===== config.mk =====
export PLATFORM = sky130hd
export DESIGN_NAME = serial_eeprom_slave
export DESIGN_NICKNAME = d
export VERILOG_FILES = /design/src/rtl/eep_pkg.sv /design/src/rtl/eep_bus_sense.sv /design/src/rtl/eep_array.sv /design/src/rtl/serial_eeprom_slave.sv
export SDC_FILE = /design/constraint.sdc
export NUM_CORES = 2
export LEC_CHECK = 0
export BUFFER_PORTS_ARGS = -buffer_cell sky130_fd_sc_hd__buf_2
export CORE_AREA = 2 2 290 292
export DETAILED_ROUTE_END_ITERATION = 6
export DIE_AREA = 0 0 292 294
export PLACE_DENSITY = 0.77
export SLEW_MARGIN = 20
export SYNTH_ARGS = -nofsm -noshare
export SYNTH_HDL_FRONTEND = slang
export SYNTH_SLANG_ARGS = --single-unit

===== constraint.sdc =====
create_clock -name clk -period 4.21 [get_ports clk]
set_input_delay 0.2105 -clock clk [delete_from_list [all_inputs] [get_ports clk]]
set_output_delay 0.2105 -clock clk [all_outputs]
set_load 0.1 [all_outputs]

===== src/rtl/eep_pkg.sv =====
package eep_pkg;
    typedef enum logic [2:0] {
        ST_IDLE,
        ST_RX,
        ST_RXACK,
        ST_TX,
        ST_TXACK
    } phase_e;

    typedef enum logic [1:0] {
        ROLE_CTRL,
        ROLE_ADDR,
        ROLE_DATA
    } role_e;

    parameter logic [6:0] CTRL_CODE = 7'b1010000;
endpackage


===== src/rtl/eep_bus_sense.sv =====
module eep_bus_sense #(
    parameter int SYNC_STAGES = 2
) (
    input  logic clk,
    input  logic rst_n,
    input  logic scl_i,
    input  logic sda_i,
    output logic scl_lvl_o,
    output logic sda_lvl_o,
    output logic scl_rise_o,
    output logic scl_fall_o,
    output logic start_o,
    output logic stop_o
);
    logic [SYNC_STAGES-1:0] scl_sync_q, sda_sync_q;
    logic                   scl_prev_q, sda_prev_q;

    always_ff @(posedge clk or negedge rst_n) begin
        if (!rst_n) begin
            scl_sync_q <= '1;
            sda_sync_q <= '1;
            scl_prev_q <= 1'b1;
            sda_prev_q <= 1'b1;
        end else begin
            scl_sync_q <= {scl_sync_q[SYNC_STAGES-2:0], scl_i};
            sda_sync_q <= {sda_sync_q[SYNC_STAGES-2:0], sda_i};
            scl_prev_q <= scl_sync_q[SYNC_STAGES-1];
            sda_prev_q <= sda_sync_q[SYNC_STAGES-1];
        end
    end

    assign scl_lvl_o  = scl_sync_q[SYNC_STAGES-1];
    assign sda_lvl_o  = sda_sync_q[SYNC_STAGES-1];
    assign scl_rise_o = scl_lvl_o & ~scl_prev_q;
    assign scl_fall_o = ~scl_lvl_o & scl_prev_q;
    // data edges count as bus conditions only with the clock high on both samples
    assign start_o    = scl_lvl_o & scl_prev_q & sda_prev_q & ~sda_lvl_o;
    assign stop_o     = scl_lvl_o & scl_prev_q & ~sda_prev_q & sda_lvl_o;
endmodule


===== src/rtl/eep_array.sv =====
module eep_array #(
    parameter int ADDR_W = 7,
    parameter int PAGE_W = 3,
    parameter int DATA_W = 8
) (
    input  logic                          clk,
    input  logic                          rst_n,
    input  logic                          commit_i,
    input  logic [ADDR_W-PAGE_W-1:0]      page_i,
    input  logic [(1<<PAGE_W)-1:0]        mask_i,
    input  logic [(1<<PAGE_W)*DATA_W-1:0] latch_i,
    input  logic [ADDR_W-1:0]             raddr_i,
    output logic [DATA_W-1:0]             rdata_o
);
    localparam int DEPTH      = 1 << ADDR_W;
    localparam int PAGE_BYTES = 1 << PAGE_W;

    logic [DATA_W-1:0] mem_q [DEPTH];

    for (genvar g = 0; g < DEPTH; g++) begin : g_byte
        localparam int OFS = g % PAGE_BYTES;
        localparam int PG  = g / PAGE_BYTES;
        always_ff @(posedge clk or negedge rst_n) begin
            if (!rst_n) begin
                mem_q[g] <= '0;
            end else if (commit_i && (page_i == (ADDR_W-PAGE_W)'(PG)) && mask_i[OFS]) begin
                mem_q[g] <= latch_i[OFS*DATA_W +: DATA_W];
            end
        end
    end

    assign rdata_o = mem_q[raddr_i];


    commit_mask_chk: assert property (@(posedge clk) disable iff (!rst_n)
        commit_i |-> (mask_i != '0));
endmodule


===== src/rtl/serial_eeprom_slave.sv =====
module serial_eeprom_slave #(
    parameter int ADDR_W      = 7,
    parameter int PAGE_W      = 3,
    parameter int WR_CYCLES   = 500,
    parameter int SYNC_STAGES = 2
) (
    input  logic clk,
    input  logic rst_n,
    input  logic scl_i,
    input  logic sda_i,
    input  logic wp_level_i,
    output logic sda_pull_o
);
    import eep_pkg::*;

    localparam int DATA_W     = 8;
    localparam int PAGE_BYTES = 1 << PAGE_W;
    localparam int PG_W       = ADDR_W - PAGE_W;
    localparam int CW         = $clog2(WR_CYCLES + 1);
    localparam logic [PAGE_W-1:0] OFS_ONE = 1;
    localparam logic [ADDR_W-1:0] PTR_ONE = 1;

    typedef struct packed {
        phase_e                         st;
        role_e                          role;
        logic                           rw;
        logic                           mack;
        logic [3:0]                     bitcnt;
        logic [DATA_W-1:0]              sh;
        logic [ADDR_W-1:0]              ptr;
        logic                           drive;
        logic [PAGE_BYTES-1:0]          pend;
        logic [PAGE_BYTES*DATA_W-1:0]   latch;
        logic                           busy;
        logic [CW-1:0]                  cnt;
        logic [PG_W-1:0]                page;
    } regs_t;

    regs_t q, d;
    logic  scl_lvl, sda_lvl, scl_rise, scl_fall, ev_start, ev_stop;
    logic  commit;
    logic [DATA_W-1:0] rdata;
    logic [PAGE_W-1:0] ofs;

    eep_bus_sense #(.SYNC_STAGES(SYNC_STAGES)) u_sense (
        .clk(clk), .rst_n(rst_n), .scl_i(scl_i), .sda_i(sda_i),
        .scl_lvl_o(scl_lvl), .sda_lvl_o(sda_lvl),
        .scl_rise_o(scl_rise), .scl_fall_o(scl_fall),
        .start_o(ev_start), .stop_o(ev_stop)
    );

    eep_array #(.ADDR_W(ADDR_W), .PAGE_W(PAGE_W), .DATA_W(DATA_W)) u_array (
        .clk(clk), .rst_n(rst_n), .commit_i(commit), .page_i(q.page),
        .mask_i(q.pend), .latch_i(q.latch), .raddr_i(q.ptr), .rdata_o(rdata)
    );

    assign ofs = q.ptr[PAGE_W-1:0];

    always_comb begin
        d      = q;
        commit = 1'b0;
        // self-timed programming cycle
        if (q.busy) begin
            if (q.cnt == '0) begin
                d.busy = 1'b0;
                commit = 1'b1;
            end else begin
                d.cnt = q.cnt - 1'b1;
            end
        end
        if (ev_start) begin
            d.st     = ST_RX;
            d.role   = ROLE_CTRL;
            d.bitcnt = '0;
            d.drive  = 1'b0;
            if (!q.busy) d.pend = '0;
        end else if (ev_stop) begin
            // the stop's own clock rise has already counted one bit
            if (q.st == ST_RX && q.role == ROLE_DATA && q.bitcnt <= 4'd1 &&
                q.pend != '0 && wp_level_i && !q.busy) begin
                d.busy = 1'b1;
                d.cnt  = CW'(WR_CYCLES - 1);
                d.page = q.ptr[ADDR_W-1:PAGE_W];
            end
            d.st     = ST_IDLE;
            d.drive  = 1'b0;
            d.bitcnt = '0;
        end else begin
            unique case (q.st)
                ST_RX: begin
                    if (scl_rise) begin
                        d.sh     = {q.sh[DATA_W-2:0], sda_lvl};
                        d.bitcnt = q.bitcnt + 4'd1;
                    end else if (scl_fall && q.bitcnt == 4'd8) begin
                        d.bitcnt = '0;
                        d.drive  = 1'b1;
                        d.st     = ST_RXACK;
                        unique case (q.role)
                            ROLE_CTRL: begin
                                if (q.sh[7:1] == CTRL_CODE && !q.busy) begin
                                    d.rw = q.sh[0];
                                end else begin
                                    d.drive = 1'b0;
                                    d.st    = ST_IDLE;
                                end
                            end
                            ROLE_ADDR: begin
                                d.ptr  = q.sh[ADDR_W-1:0];
                                d.pend = '0;
                            end
                            default: begin
                                d.latch[ofs*DATA_W +: DATA_W] = q.sh;
                                d.pend[ofs] = 1'b1;
                                d.ptr = {q.ptr[ADDR_W-1:PAGE_W], ofs + OFS_ONE};
                            end
                        endcase
                    end
                end
                ST_RXACK: begin
                    if (scl_fall) begin
                        if (q.role == ROLE_CTRL && q.rw) begin
                            d.sh     = rdata;
                            d.drive  = ~rdata[DATA_W-1];
                            d.ptr    = q.ptr + PTR_ONE;
                            d.bitcnt = '0;
                            d.st     = ST_TX;
                        end else begin
                            d.drive = 1'b0;
                            d.st    = ST_RX;
                            d.role  = (q.role == ROLE_CTRL) ? ROLE_ADDR : ROLE_DATA;
                        end
                    end
                end
                ST_TX: begin
                    if (scl_rise) begin
                        d.bitcnt = q.bitcnt + 4'd1;
                    end else if (scl_fall) begin
                        if (q.bitcnt == 4'd8) begin
                            d.drive  = 1'b0;
                            d.bitcnt = '0;
                            d.st     = ST_TXACK;
                        end else begin
                            d.sh    = {q.sh[DATA_W-2:0], 1'b0};
                            d.drive = ~q.sh[DATA_W-2];
                        end
                    end
                end
                ST_TXACK: begin
                    if (scl_rise) begin
                        d.mack = ~sda_lvl;
                    end else if (scl_fall) begin
                        if (q.mack) begin
                            d.sh     = rdata;
                            d.drive  = ~rdata[DATA_W-1];
                            d.ptr    = q.ptr + PTR_ONE;
                            d.bitcnt = '0;
                            d.st     = ST_TX;
                        end else begin
                            d.st = ST_IDLE;
                        end
                    end
                end
                default: ;
            endcase
        end
    end

    always_ff @(posedge clk or negedge rst_n) begin
        if (!rst_n) begin
            q      <= '0;
            q.st   <= ST_IDLE;
            q.role <= ROLE_CTRL;
        end else begin
            q <= d;
        end
    end

    assign sda_pull_o = q.drive;


    pull_scl_low_chk: assert property (@(posedge clk) disable iff (!rst_n)
        !$stable(sda_pull_o) |-> !scl_lvl);

    no_ack_busy_chk: assert property (@(posedge clk) disable iff (!rst_n)
        (q.st == ST_RXACK && q.role == ROLE_CTRL) |-> !q.busy);

    cycle_len_chk: assert property (@(posedge clk) disable iff (!rst_n)
        q.busy |-> (q.cnt < CW'(WR_CYCLES)));

    wp_gate_chk: assert property (@(posedge clk) disable iff (!rst_n)
        $rose(q.busy) |-> ($past(wp_level_i) && $past(ev_stop)));

    page_fixed_chk: assert property (@(posedge clk) disable iff (!rst_n)
        (q.st == ST_RX && q.role == ROLE_DATA) |=>
        (q.ptr[ADDR_W-1:PAGE_W] == $past(q.ptr[ADDR_W-1:PAGE_W])));
endmodule


==> run_results.csv <==
group,metric,value,unit
sta,tightest_slew,1.26,ns
yosys,synth_edf_count,0,
cts,clkSinkCount,1143,
worst_setup_path,arrival,4.40,ns
power_and_ir_drop,p_clk_share,49.0,%
yosys,syn-instance-count,3590,
yosys,ys_warn_count,0,
cells_and_area,nNetsFinal,3566,
worst_setup_path,start_kind,"register",
yosys,synth-seq-cells,1143,
placement,io_buffers,5,
sta,slew_headroom,16.1,%
run,drv_cap,0,
cts,cts_buffers,117,
sta,rsz0062_at_grt,"false",
sta,finalCritPeriodShare,89.2,%
grt,track_usage,43.0,%
drt,num_vias,35300,
status,outcome,"finished clean",
sta,holdWs,0.0890,ns
power_and_ir_drop,finalPower,22.7,mW
cts,cts_tree,"built",
drt,routed_wl,181000,um
sta,fmax,266,MHz
sta,slew_violations,0,
die,io_pins,6,
die,dieArea,85800,um2
cts,post_cts_buffers,0,
power_and_ir_drop,internal_power,17.8,mW
cts,cts_resized,0,
yosys,synthesis.area,52400,um2
power_and_ir_drop,switching_share,21.9,%
cts,clk-insertion-delay-late,0.71,ns
die,initial_core_util,63.2,%
placement,routabilityCongestion,1.06,
worst_setup_path,cp_cell_sequence,"buf_4, mux4_2, mux2i_1, mux2i_1, nor3_1, nor4_1, o21ai_0, a22o_1",
cells_and_area,drive_above_1_share,45.8,%
power_and_ir_drop,p_leak,27.3,nW
grt,gr-total-overflow,0,
sta,fin_tns_setup,0,ns
worst_setup_path,worst_ep_required_time,4.85,ns
worst_setup_path,crit_top_cell,"mux2i_1",
power_and_ir_drop,ir_worst_vdd,511,uV
worst_setup_path,critPathMaxStageDelay,0.86,ns
power_and_ir_drop,seqPwrFrac,49.2,%
die,die_w,292,um
cts,path_clk_slew,0.06,ns
drt,drtIter0Drc,4644,
power_and_ir_drop,p_per_area,393,nW/um2
yosys,syn_avg_cell_area,14.6,um2
worst_setup_path,worstSetupPathType,"reg2reg",
sta,hold_viol,0,
cts,cts_buffer_depth,3,
yosys,synthFlopType,"dfrtp_1",
sta,finalCriticalPeriod,3.76,ns
drt,wl_per_cell,38.1,um
drt,drcViolationCount,0,
worst_setup_path,crit_path_top_delay_cell,"dfrtp_4",
power_and_ir_drop,p_sw,4.98,mW
yosys,synthArstFlopShare,100,%
drt,vias_per_cell,7.43,
cells_and_area,nFillCells,5316,
power_and_ir_drop,combPwrFrac,1.8,%
die,rows,106,
cts,cts_htree_levels,3,
die,fp.coreArea,82900,um2
worst_hold_path,hp-class,"in2async",
grt,grt_pass1_wl,259000,um
die,die_h,294,um
grt,grt_max_degree,153,
cts,root_buffer,"clkbuf_16",
grt,antenna_found_initial,23,
worst_setup_path,cp_max_fo,26,
sta,finalClockSkew,0.0252,ns
grt,grt_pass1_vias,35900,
sta,setup_viol,0,
placement,dpl.hpwl,110000,um
yosys,ys_seq_area_share,54.6,%
drt,firstDrtPassIters,5,
worst_setup_path,cp-end-kind,"register",
yosys,synth_cell_types,74,
yosys,synth_nets,3609,
cells_and_area,syn_to_final_growth,10.5,%
drt,ant_nets,0,
[stage by stage]
stage / cell area, um2 / setup slack (ns) / util (%) / std cells
floorplan: 52400 / 0.978 / - / 3590
detailed placement: 53600 / 0.578 / 64.7 / 4505
global placement: 53600 / 0.580 / 64.7 / 4505
finish: 57800 / 0.453 / 69.8 / 4747
global route: 57800 / 0.197 / 69.7 / 4729
CTS: 57800 / 0.540 / 69.7 / 4729
[registers in the layout, indices dropped and copies added, names as in the netlist, named ones only]
signal              flops
u_array.mem_q        1024
ofs                     3
sda_pull_o              1
q                      45
u_sense.sda_prev_q      1
u_sense.sda_sync_q      2
u_sense.scl_prev_q      1
u_sense.scl_sync_q      2
[power groups by stage]
stage               registers (mW)  clock network [mW]  logic, mW
floorplan                     11.3                   0      0.175
global placement              11.4                   0      0.403
detailed placement            11.4                   0      0.418
CTS                           11.2                11.2      0.423
global route                  11.2                11.6      0.473
finish                        11.2                11.1      0.416
[layer usage]
layer | vias up | routed length, um | track usage, %
met5 | - | 148 | 0
met2 | 2738 | 78500 | 61.4
met1 | 18500 | 63200 | 53.8
met4 | 22 | 15800 | 31.8
met3 | 840 | 23400 | 16.1
li1 | 13200 | - | -
[final cells by class]
class | instances | area (um2) | share of cell area (%)
inverters | 23 | 86.3 | 0.149
multi-input cells | 2158 | 22500 | 38.9
well taps | 1080 | 1350 | 2.34
diodes | 18 | 45.0 | 0.0779
clock buffers | 180 | 3610 | 6.24
repair buffers | 104 | 1020 | 1.77
flip-flops and latches | 1143 | 28700 | 49.6
clock inverters | 41 | 553 | 0.956
[cell usage in the layout, fill, tap and decap left out, drive strengths merged, types with 35 or more instances in the layout]
cell type     n
dfrtp      1137
mux2       1053
mux4        245
nand2       230
clkbuf      180
buf         101
o21ai        85
nor2         77
mux2i        71
and2         67
a221oi       35
a21oi        35
[path summary, 6_finish.rpt]
path                                             from               endpoint  slack [ns]  cells after the start
worst min register to register  u_sense.scl_sync_q[0]  u_sense.scl_sync_q[1]        0.36                      0
min in group clk                                scl_i  u_sense.scl_sync_q[0]        0.14                      2
worst max register to register                 ofs[0]             sda_pull_o        0.45                      8
worst max-delay path                           ofs[0]             sda_pull_o        0.45                      8
worst min-delay path                            rst_n     u_array.mem_q[952]        0.09                      2
max in group asynchronous                       rst_n     u_array.mem_q[132]        2.76                      3
[cell families after synthesis]
| group | Yosys count | synth area share (%) |
|---|---|---|
| fa+ha+maj | 14 | 0.335 |
| mux | 1369 | 34.5 |
| simple gates | 508 | 4.66 |
| compound gates | 259 | 3.29 |
| buf+inv | 289 | 2.39 |
| xor+xnor | 8 | 0.134 |
| flops | 1143 | 54.6 |
[Yosys cell counts (9+ instances only)]
library cell,instances,area [um2]
a22oi_1,10,75.1
dfrtp_1,1137,28500
a31oi_1,11,68.8
nor3_1,32,160
o22ai_1,20,125
o21ai_0,83,415
buf_1,10,37.5
and3_1,10,62.6
nor4_1,9,56.3
nand3_1,25,125
a221oi_1,35,307
a21oi_1,34,170
o221ai_1,10,87.6
buf_2,83,415
inv_1,20,75.1
mux2_2,1053,11900
clkbuf_1,157,589
ha_1,14,175
nor2b_1,12,75.1
buf_4,15,113
nand2_1,222,833
nor2_1,77,289
and2_1,67,419
mux4_2,245,5520
mux2i_1,71,711
nand2b_1,9,56.3
[worst max-delay path: cells and delay by family (launching register included)]
kind,cells,cell delay [ns]
buf+inv,1,0.48
flops,1,0.86
compound gates,2,0.78
mux,3,1.21
simple gates,2,0.32
[timing repair]
item,in CTS,in global routing
setup endpoints to repair,0,0
endpoints found under the hold margin,74,0
hold buffers,3,0
No activity file was read; power rests on OpenSTA's default activity.
